**src/rtl/wupd_pkg.sv**
```systemverilog
package wupd_pkg;
  typedef enum logic [2:0] {
    LS_INV, LS_EC, LS_SC, LS_SM, LS_MOD
  } line_state_t;

  typedef enum logic [1:0] {
    BC_NONE = 2'd0, BC_READ = 2'd1, BC_UPDATE = 2'd2, BC_WBACK = 2'd3
  } bus_cmd_t;

  typedef enum logic [2:0] {
    ST_IDLE, ST_WB, ST_RD, ST_UPD, ST_RESP
  } ctrl_state_t;

  function automatic logic is_dirty(line_state_t s);
    return (s == LS_SM) || (s == LS_MOD);
  endfunction
endpackage

```
**src/rtl/wupd_line_store.sv**
```systemverilog
module wupd_line_store
  import wupd_pkg::*;
#(
  parameter int SETS  = 4,
  parameter int TAG_W = 6,
  parameter int DW    = 16,
  localparam int IDX_W = $clog2(SETS)
) (
  input  logic             clk,
  input  logic             rst_n,
  input  logic [IDX_W-1:0] ra_idx,
  output line_state_t      ra_st,
  output logic [TAG_W-1:0] ra_tag,
  output logic [DW-1:0]    ra_data,
  input  logic [IDX_W-1:0] rb_idx,
  output line_state_t      rb_st,
  output logic [TAG_W-1:0] rb_tag,
  output logic [DW-1:0]    rb_data,
  input  logic             we,
  input  logic [IDX_W-1:0] w_idx,
  input  line_state_t      w_st,
  input  logic [TAG_W-1:0] w_tag,
  input  logic [DW-1:0]    w_data
);
  line_state_t      st_q   [SETS];
  logic [TAG_W-1:0] tag_q  [SETS];
  logic [DW-1:0]    data_q [SETS];

  always_ff @(posedge clk or negedge rst_n) begin
    if (!rst_n) begin
      for (int i = 0; i < SETS; i++) st_q[i] <= LS_INV;
    end else if (we) begin
      st_q[w_idx] <= w_st;
    end
  end

  always_ff @(posedge clk) begin
    if (we) begin
      tag_q[w_idx]  <= w_tag;
      data_q[w_idx] <= w_data;
    end
  end

  assign ra_st   = st_q[ra_idx];
  assign ra_tag  = tag_q[ra_idx];
  assign ra_data = data_q[ra_idx];
  assign rb_st   = st_q[rb_idx];
  assign rb_tag  = tag_q[rb_idx];
  assign rb_data = data_q[rb_idx];
endmodule

```
**src/rtl/wupd_snoop_resp.sv**
```systemverilog
module wupd_snoop_resp
  import wupd_pkg::*;
#(
  parameter int TAG_W = 6,
  parameter int DW    = 16
) (
  input  logic             act,
  input  bus_cmd_t         cmd,
  input  logic [TAG_W-1:0] bus_tag,
  input  logic [DW-1:0]    bus_data,
  input  line_state_t      ln_st,
  input  logic [TAG_W-1:0] ln_tag,
  input  logic [DW-1:0]    ln_data,
  output logic             shared,
  output logic             supply,
  output logic [DW-1:0]    supply_data,
  output logic             we,
  output line_state_t      new_st,
  output logic [DW-1:0]    new_data
);
  logic hit;

  always_comb begin
    hit      = act && (ln_st != LS_INV) && (ln_tag == bus_tag);
    shared   = 1'b0;
    supply   = 1'b0;
    we       = 1'b0;
    new_st   = ln_st;
    new_data = ln_data;
    if (hit) begin
      case (cmd)
        BC_READ: begin
          // holder answers; a dirty holder sources the word and stays owner
          shared = 1'b1;
          supply = is_dirty(ln_st);
          if (ln_st == LS_EC) begin
            we = 1'b1; new_st = LS_SC;
          end else if (ln_st == LS_MOD) begin
            we = 1'b1; new_st = LS_SM;
          end
        end
        BC_UPDATE: begin
          // merge broadcast word; ownership passes to the writer
          shared   = 1'b1;
          we       = 1'b1;
          new_st   = LS_SC;
          new_data = bus_data;
        end
        default: ;
      endcase
    end
    supply_data = supply ? ln_data : '0;
  end
endmodule

```
**src/rtl/wupd_cache_ctrl.sv**
```systemverilog
module wupd_cache_ctrl
  import wupd_pkg::*;
#(
  parameter int AW   = 8,
  parameter int DW   = 16,
  parameter int SETS = 4
) (
  input  logic          clk,
  input  logic          rst_n,
  input  logic          cpu_req_valid,
  output logic          cpu_req_ready,
  input  logic          cpu_req_write,
  input  logic [AW-1:0] cpu_req_addr,
  input  logic [DW-1:0] cpu_req_wdata,
  output logic          cpu_rsp_valid,
  input  logic          cpu_rsp_ready,
  output logic [DW-1:0] cpu_rsp_rdata,
  output logic          bus_req_o,
  input  logic          bus_gnt_i,
  output logic [1:0]    bus_cmd_o,
  output logic [AW-1:0] bus_addr_o,
  output logic [DW-1:0] bus_data_o,
  input  logic          bus_valid_i,
  input  logic [1:0]    bus_cmd_i,
  input  logic [AW-1:0] bus_addr_i,
  input  logic [DW-1:0] bus_data_i,
  input  logic          bus_shared_i,
  output logic          snp_shared_o,
  output logic          snp_supply_o,
  output logic [DW-1:0] snp_data_o
);
  localparam int IDX_W = $clog2(SETS);
  localparam int TAG_W = AW - IDX_W;

  ctrl_state_t      st_q, st_d;
  logic             op_wr_q;
  logic [AW-1:0]    op_addr_q;
  logic [DW-1:0]    op_wdata_q, rsp_q, rsp_d;

  logic [AW-1:0]    lk_addr;
  logic [IDX_W-1:0] lk_idx;
  logic [TAG_W-1:0] lk_want, lk_tag, sn_tag;
  line_state_t      lk_st, sn_st, fw_st, sw_st, w_st;
  logic [DW-1:0]    lk_data, sn_data, fw_data, sw_data, w_data;
  logic             lk_hit, foreign, accept, granted, fw_we, sw_we;
  logic [TAG_W-1:0] fw_tag;
  bus_cmd_t         cmd_sel;

  assign foreign       = bus_valid_i && !bus_gnt_i;
  assign cpu_req_ready = (st_q == ST_IDLE) && !foreign;
  assign accept        = cpu_req_valid && cpu_req_ready;
  assign lk_addr       = (st_q == ST_IDLE) ? cpu_req_addr : op_addr_q;
  assign lk_idx        = lk_addr[IDX_W-1:0];
  assign lk_want       = lk_addr[AW-1:IDX_W];
  assign lk_hit        = (lk_st != LS_INV) && (lk_tag == lk_want);
  assign bus_req_o     = (st_q == ST_WB) || (st_q == ST_RD) || (st_q == ST_UPD);
  assign granted       = bus_gnt_i && bus_req_o;

  wupd_line_store #(.SETS(SETS), .TAG_W(TAG_W), .DW(DW)) u_store (
    .clk, .rst_n,
    .ra_idx(lk_idx), .ra_st(lk_st), .ra_tag(lk_tag), .ra_data(lk_data),
    .rb_idx(bus_addr_i[IDX_W-1:0]), .rb_st(sn_st), .rb_tag(sn_tag), .rb_data(sn_data),
    .we(fw_we || sw_we), .w_idx(sw_we ? bus_addr_i[IDX_W-1:0] : lk_idx),
    .w_st(w_st), .w_tag(sw_we ? sn_tag : fw_tag), .w_data(w_data)
  );

  wupd_snoop_resp #(.TAG_W(TAG_W), .DW(DW)) u_snoop (
    .act(foreign), .cmd(bus_cmd_t'(bus_cmd_i)),
    .bus_tag(bus_addr_i[AW-1:IDX_W]), .bus_data(bus_data_i),
    .ln_st(sn_st), .ln_tag(sn_tag), .ln_data(sn_data),
    .shared(snp_shared_o), .supply(snp_supply_o), .supply_data(snp_data_o),
    .we(sw_we), .new_st(sw_st), .new_data(sw_data)
  );

  // snoop writes and own writes never coincide: own writes need a quiet or granted cycle
  assign w_st   = sw_we ? sw_st : fw_st;
  assign w_data = sw_we ? sw_data : fw_data;

  always_comb begin
    st_d    = st_q;
    rsp_d   = rsp_q;
    fw_we   = 1'b0;
    fw_st   = lk_st;
    fw_tag  = lk_want;
    fw_data = lk_data;
    case (st_q)
      ST_IDLE: if (accept) begin
        if (lk_hit) begin
          if (!cpu_req_write) begin
            rsp_d = lk_data;
            st_d  = ST_RESP;
          end else if (lk_st == LS_EC || lk_st == LS_MOD) begin
            fw_we = 1'b1; fw_st = LS_MOD; fw_data = cpu_req_wdata;
            rsp_d = cpu_req_wdata;
            st_d  = ST_RESP;
          end else begin
            st_d = ST_UPD;
          end
        end else begin
          st_d = is_dirty(lk_st) ? ST_WB : ST_RD;
        end
      end
      ST_WB: if (granted) begin
        fw_we = 1'b1; fw_st = LS_INV; fw_tag = lk_tag;
        st_d  = ST_RD;
      end
      ST_RD: if (granted) begin
        fw_we   = 1'b1;
        fw_data = bus_data_i;
        if (!op_wr_q) begin
          fw_st = bus_shared_i ? LS_SC : LS_EC;
          rsp_d = bus_data_i;
          st_d  = ST_RESP;
        end else if (bus_shared_i) begin
          fw_st = LS_SC;
          st_d  = ST_UPD;
        end else begin
          fw_st = LS_MOD; fw_data = op_wdata_q;
          rsp_d = op_wdata_q;
          st_d  = ST_RESP;
        end
      end
      ST_UPD: if (granted) begin
        fw_we = 1'b1; fw_data = op_wdata_q;
        fw_st = bus_shared_i ? LS_SM : LS_MOD;
        rsp_d = op_wdata_q;
        st_d  = ST_RESP;
      end
      ST_RESP: if (cpu_rsp_ready) st_d = ST_IDLE;
      default: st_d = ST_IDLE;
    endcase
  end

  always_ff @(posedge clk or negedge rst_n) begin
    if (!rst_n) begin
      st_q       <= ST_IDLE;
      op_wr_q    <= 1'b0;
      op_addr_q  <= '0;
      op_wdata_q <= '0;
      rsp_q      <= '0;
    end else begin
      st_q  <= st_d;
      rsp_q <= rsp_d;
      if (accept) begin
        op_wr_q    <= cpu_req_write;
        op_addr_q  <= cpu_req_addr;
        op_wdata_q <= cpu_req_wdata;
      end
    end
  end

  always_comb begin
    case (st_q)
      ST_WB:   cmd_sel = BC_WBACK;
      ST_RD:   cmd_sel = BC_READ;
      ST_UPD:  cmd_sel = BC_UPDATE;
      default: cmd_sel = BC_NONE;
    endcase
  end

  assign bus_cmd_o     = bus_gnt_i ? cmd_sel : BC_NONE;
  assign bus_addr_o    = (st_q == ST_WB) ? {lk_tag, lk_idx} : op_addr_q;
  assign bus_data_o    = (st_q == ST_WB) ? lk_data : op_wdata_q;
  assign cpu_rsp_valid = (st_q == ST_RESP);
  assign cpu_rsp_rdata = rsp_q;
endmodule

```
**config.mk**
```make
export PLATFORM = sky130hd
export DESIGN_NAME = wupd_cache_ctrl
export DESIGN_NICKNAME = d
export VERILOG_FILES = /design/src/rtl/wupd_pkg.sv /design/src/rtl/wupd_line_store.sv /design/src/rtl/wupd_snoop_resp.sv /design/src/rtl/wupd_cache_ctrl.sv
export SDC_FILE = /design/constraint.sdc
export NUM_CORES = 1
export LEC_CHECK = 0
export BUFFER_PORTS_ARGS = -buffer_cell sky130_fd_sc_hd__buf_2
export CORE_ASPECT_RATIO = 1.75
export CORE_MARGIN = 5
export CORE_UTILIZATION = 35
export DETAILED_ROUTE_END_ITERATION = 10
export PLACE_DENSITY = 0.56
export SLEW_MARGIN = 20
export SYNTH_ARGS = -nofsm -noshare
export SYNTH_HDL_FRONTEND = slang
export SYNTH_SLANG_ARGS = --single-unit
```
**constraint.sdc**
```tcl
create_clock -name clk -period 5.7 [get_ports clk]
set_input_delay 0.285 -clock clk [delete_from_list [all_inputs] [get_ports clk]]
set_output_delay 0.285 -clock clk [all_outputs]
set_load 0.01 [all_outputs]
```
==> impl_results.md <==
* R2R Path End: u_store.tag_q[2][0]
* Yosys top cell area share at 0.285
* Layout Nets at 982
* Post-synthesis async set-or-reset flop share at 0.389
* PwrDens at 574 nW/um2
* Area contributors post-synth: edfxtp_1 (29%), dfrtp_1 (15%), mux2_2 (9.2%)
* H-tree Lvls at 4
* Pin count of the biggest net entering global routing at 57
* Peak Freq at 228 MHz
* Worst-Margin Slew at 1.05 ns
* Post-synthesis adder-cell area fraction at 0.00270
* Most used DFF post-synth: edfxtp_1
* Drt pass-1 iters at 5
* Core Region at 26100 um2
* CTS tree: built
* Flop2flop setup slack at 1.32 ns
* Synth cell types at 63
* GR Util All Layers at 0.210
* Worst skew pair latency at 0.43 ns
* Routed WL at 31.2 mm
* MaxCap Viol Count at 0
* Setup TNS at 0 ns
* Combinational fraction of design power at 0.515
* Seq/Total Area, Yosys at 0.437
* Die Span Y at 225 um
* Largest area contributor in the netlist: edfxtp_1
* Root buf cell: clkbuf_16
* RePlAce Congestion at 0.921
* Yosys warns at 0
* Seq cells post-synth at 144
* Final setup margin at 1.32 ns
* RSZ-0062 raised after global routing: false
* Worst setup path endpoint: u_store.tag_q[2][0]
* Die Width at 133 um
* Hold-fix buffers, CTS at 0
* Rows at 78
* Max VDD drop at 0.000255 V
* Synth Area in Compound Gates at 0.116
* # IOs at 121
* Largest family of logic cells by synthesized area: multiplexers
* Share of layout cells above drive strength 1 at 0.321
* Top cells by instance count after synthesis: edfxtp_1 (88), nand2_1 (81), mux2i_1 (79)
* Data arrival time of the worst path at 4.52 ns
* Final min period at 4.38 ns
* Vias in the first global route at 7758
* Worst rel slew slack at 0.298
* Sequential share of power at 0.306
* Initial Util at 0.355
* Switch share at 0.427
* Post-Syn Area at 9260 um2
* Status: completed
* Launch point of the worst path: st_q[2]
* LEAKAGE at 4.45 nW
* Number of I/O port buffers at 120
* Routed Antenna Nets at 0
* Critical-path cell list: or4b_1 -> nand2_4 -> mux2_4 -> a2111oi_4 -> o21ai_2 -> o31ai_1 -> a31oi_1 -> inv_1 -> buf_12
* Pins over their slew limit at 0
* Avg WL per Cell at 24.9 um
* CP Capture Type: flip-flop
* Area grow syn2layout at 16.3%
* Most frequent cell after synthesis: edfxtp_1
* Antenna fix cells at 0
* First-pass GRT wire length at 47.2 mm
* Num CTS Buffers at 17
* Crit Path Category: reg2reg
* Iter 0 DRT Violations at 669
* Post-synthesis mux area share at 0.278
* Crit-path max FO at 20
* Slowest stage delay, CP at 0.77 ns
* Number of synthesized flops with an enable pin at 88
* Syn Nets at 889
* Tcrit/Tclk final at 0.769
* Post_cts resized at 0
* Post-Synth XOR/XNOR Area at 0.0104
* CP Launch Type: flip-flop
* R2r worst-path depth at 9
* Mapped Avg Cell Area at 11.2 um2
* Synth Instances at 829
* Fillers at 2474
* P_sw at 0.00264 W
* Die area at 29900 um2
* Clock sinks at 144
* CP max stage cell: or4b_1
* Buffers inserted during post-CTS setup optimization at 0
* Pre-CTS WS at 1.32 ns
* Final Hold Fails at 0
* Clock transition at path regs at 0.06 ns
* Hold/Removal Path Class: in2async
* Routed vias/inst at 5.91
* Clk buf depth at 2
* Detailed-route DRC error count at 0
* Worst Path Required at 5.84 ns
* Int Power at 0.00354 W
* Initial antenna violation count at 1
* R2r startpoint: st_q[2]
* Final HPWL DP at 22.3 mm
* Clock network power share at 0.178
* Final setup viols at 0
* Skew final at 0.00682 ns
* Gr ovfl total at 0
* Vias at 7421
* Simple-Gate Fraction of Synth Area at 0.122
critical path: cells and delay by family (launching register included):
kind                   cells  cell delay (ns)
buffers and inverters      2             0.65
multiplexers               1             0.35
flip-flops                 1             0.61
AND/OR/NAND/NOR            2             1.07
AO/OA/AOI/OAI              4             1.37
metal layers:
metal / vias up / track usage / part of all wire
met5: - / 0 / 0
li1: 3348 / - / -
met3: 68 / 0.0346 / 0.053
met4: 0 / 0.100 / 0.041
met2: 319 / 0.383 / 0.53
met1: 3686 / 0.237 / 0.37
power by group through the flow:
stage	Combinational, W	Sequential, W	Clock [W]
5_1_grt	0.00346	0.00193	0.00117
3_3_place_gp	0.00318	0.00190	0
6_report	0.00319	0.00189	0.00110
2_1_floorplan	0.00223	0.00179	0
4_1_cts	0.00321	0.00189	0.00112
3_5_place_dp	0.00320	0.00191	0
how the worst min path moves through the flow:
stage	to	slack (ns)	depth (start not counted)
2_1_floorplan	cpu_rsp_rdata[0]	-0.01	0
3_3_place_gp	cpu_rsp_rdata[6]	0.47	1
3_5_place_dp	cpu_rsp_rdata[9]	0.48	1
4_1_cts	st_q[2]	0.03	2
5_1_grt	st_q[2]	0.05	2
6_report	op_addr_q[1]	0.04	2
layout by cell type (no fill, tap or decap), types with 4 or more instances in the layout:
| cell | netlist | layout |
|---|---|---|
| clkinv_4 | 0 | 5 |
| buf_4 | 0 | 16 |
| o22ai_1 | 7 | 7 |
| o21ai_0 | 51 | 51 |
| a21oi_1 | 41 | 40 |
| mux2i_1 | 79 | 78 |
| dfrtp_1 | 56 | 56 |
| nor3_1 | 8 | 7 |
| mux2_2 | 76 | 76 |
| and3_1 | 4 | 4 |
| mux4_2 | 36 | 36 |
| and2_1 | 19 | 19 |
| mux2_1 | 9 | 9 |
| inv_1 | 13 | 13 |
| nor2_1 | 42 | 42 |
| nand4_1 | 4 | 4 |
| a211o_1 | 6 | 6 |
| buf_2 | 15 | 120 |
| a211oi_1 | 17 | 17 |
| a31oi_1 | 23 | 23 |
| nor4_1 | 9 | 8 |
| xnor2_1 | 9 | 9 |
| clkbuf_16 | 0 | 17 |
| nor2b_1 | 10 | 9 |
| nand3_1 | 11 | 11 |
| edfxtp_1 | 88 | 88 |
| nand2_1 | 81 | 81 |
| or3_1 | 14 | 14 |
| nand2b_1 | 7 | 6 |
kinds of logic (layout without fill, tap and decap cells):
kind of cell | Yosys count | count (layout)
xor+xnor | 11 | 11
fa+ha+maj | 2 | 2
simple gates | 225 | 225
compound gates | 168 | 168
mux | 201 | 201
buf+inv | 78 | 184
flops | 144 | 144
sequential cells by signal, indices dropped and copies added (netlist names):
signal          cells
st_q                3
u_store.tag_q      24
cpu_rsp_rdata      16
op_addr_q           8
u_store.data_q     64
op_wr_q             1
op_wdata_q         16
u_store.st_q       12
layout make-up:
type | count | area [um2] | share of cell area
multi-input combinational | 607 | 4930 | 0.458
sequential | 144 | 4040 | 0.375
timing repair buffer | 139 | 776 | 0.0720
clock buffer | 19 | 433 | 0.0402
tap | 320 | 400 | 0.0372
clock inverter | 13 | 141 | 0.0131
inverter | 13 | 48.8 | 0.00453
per-stage QoR:
step | area, um2 | utilization | hold slack, ns | total power [W] | cells
6_report | 10800 | 0.414 | 0.0403 | 0.00619 | 1255
2_1_floorplan | 9260 | - | -0.0106 | 0.00402 | 829
3_5_place_dp | 10200 | 0.391 | 0.481 | 0.00510 | 1222
3_3_place_gp | 10200 | 0.391 | 0.474 | 0.00507 | 1222
5_1_grt | 10800 | 0.414 | 0.0453 | 0.00656 | 1255
4_1_cts | 10800 | 0.413 | 0.0278 | 0.00622 | 1254
Power figures use the tool's default switching activity.
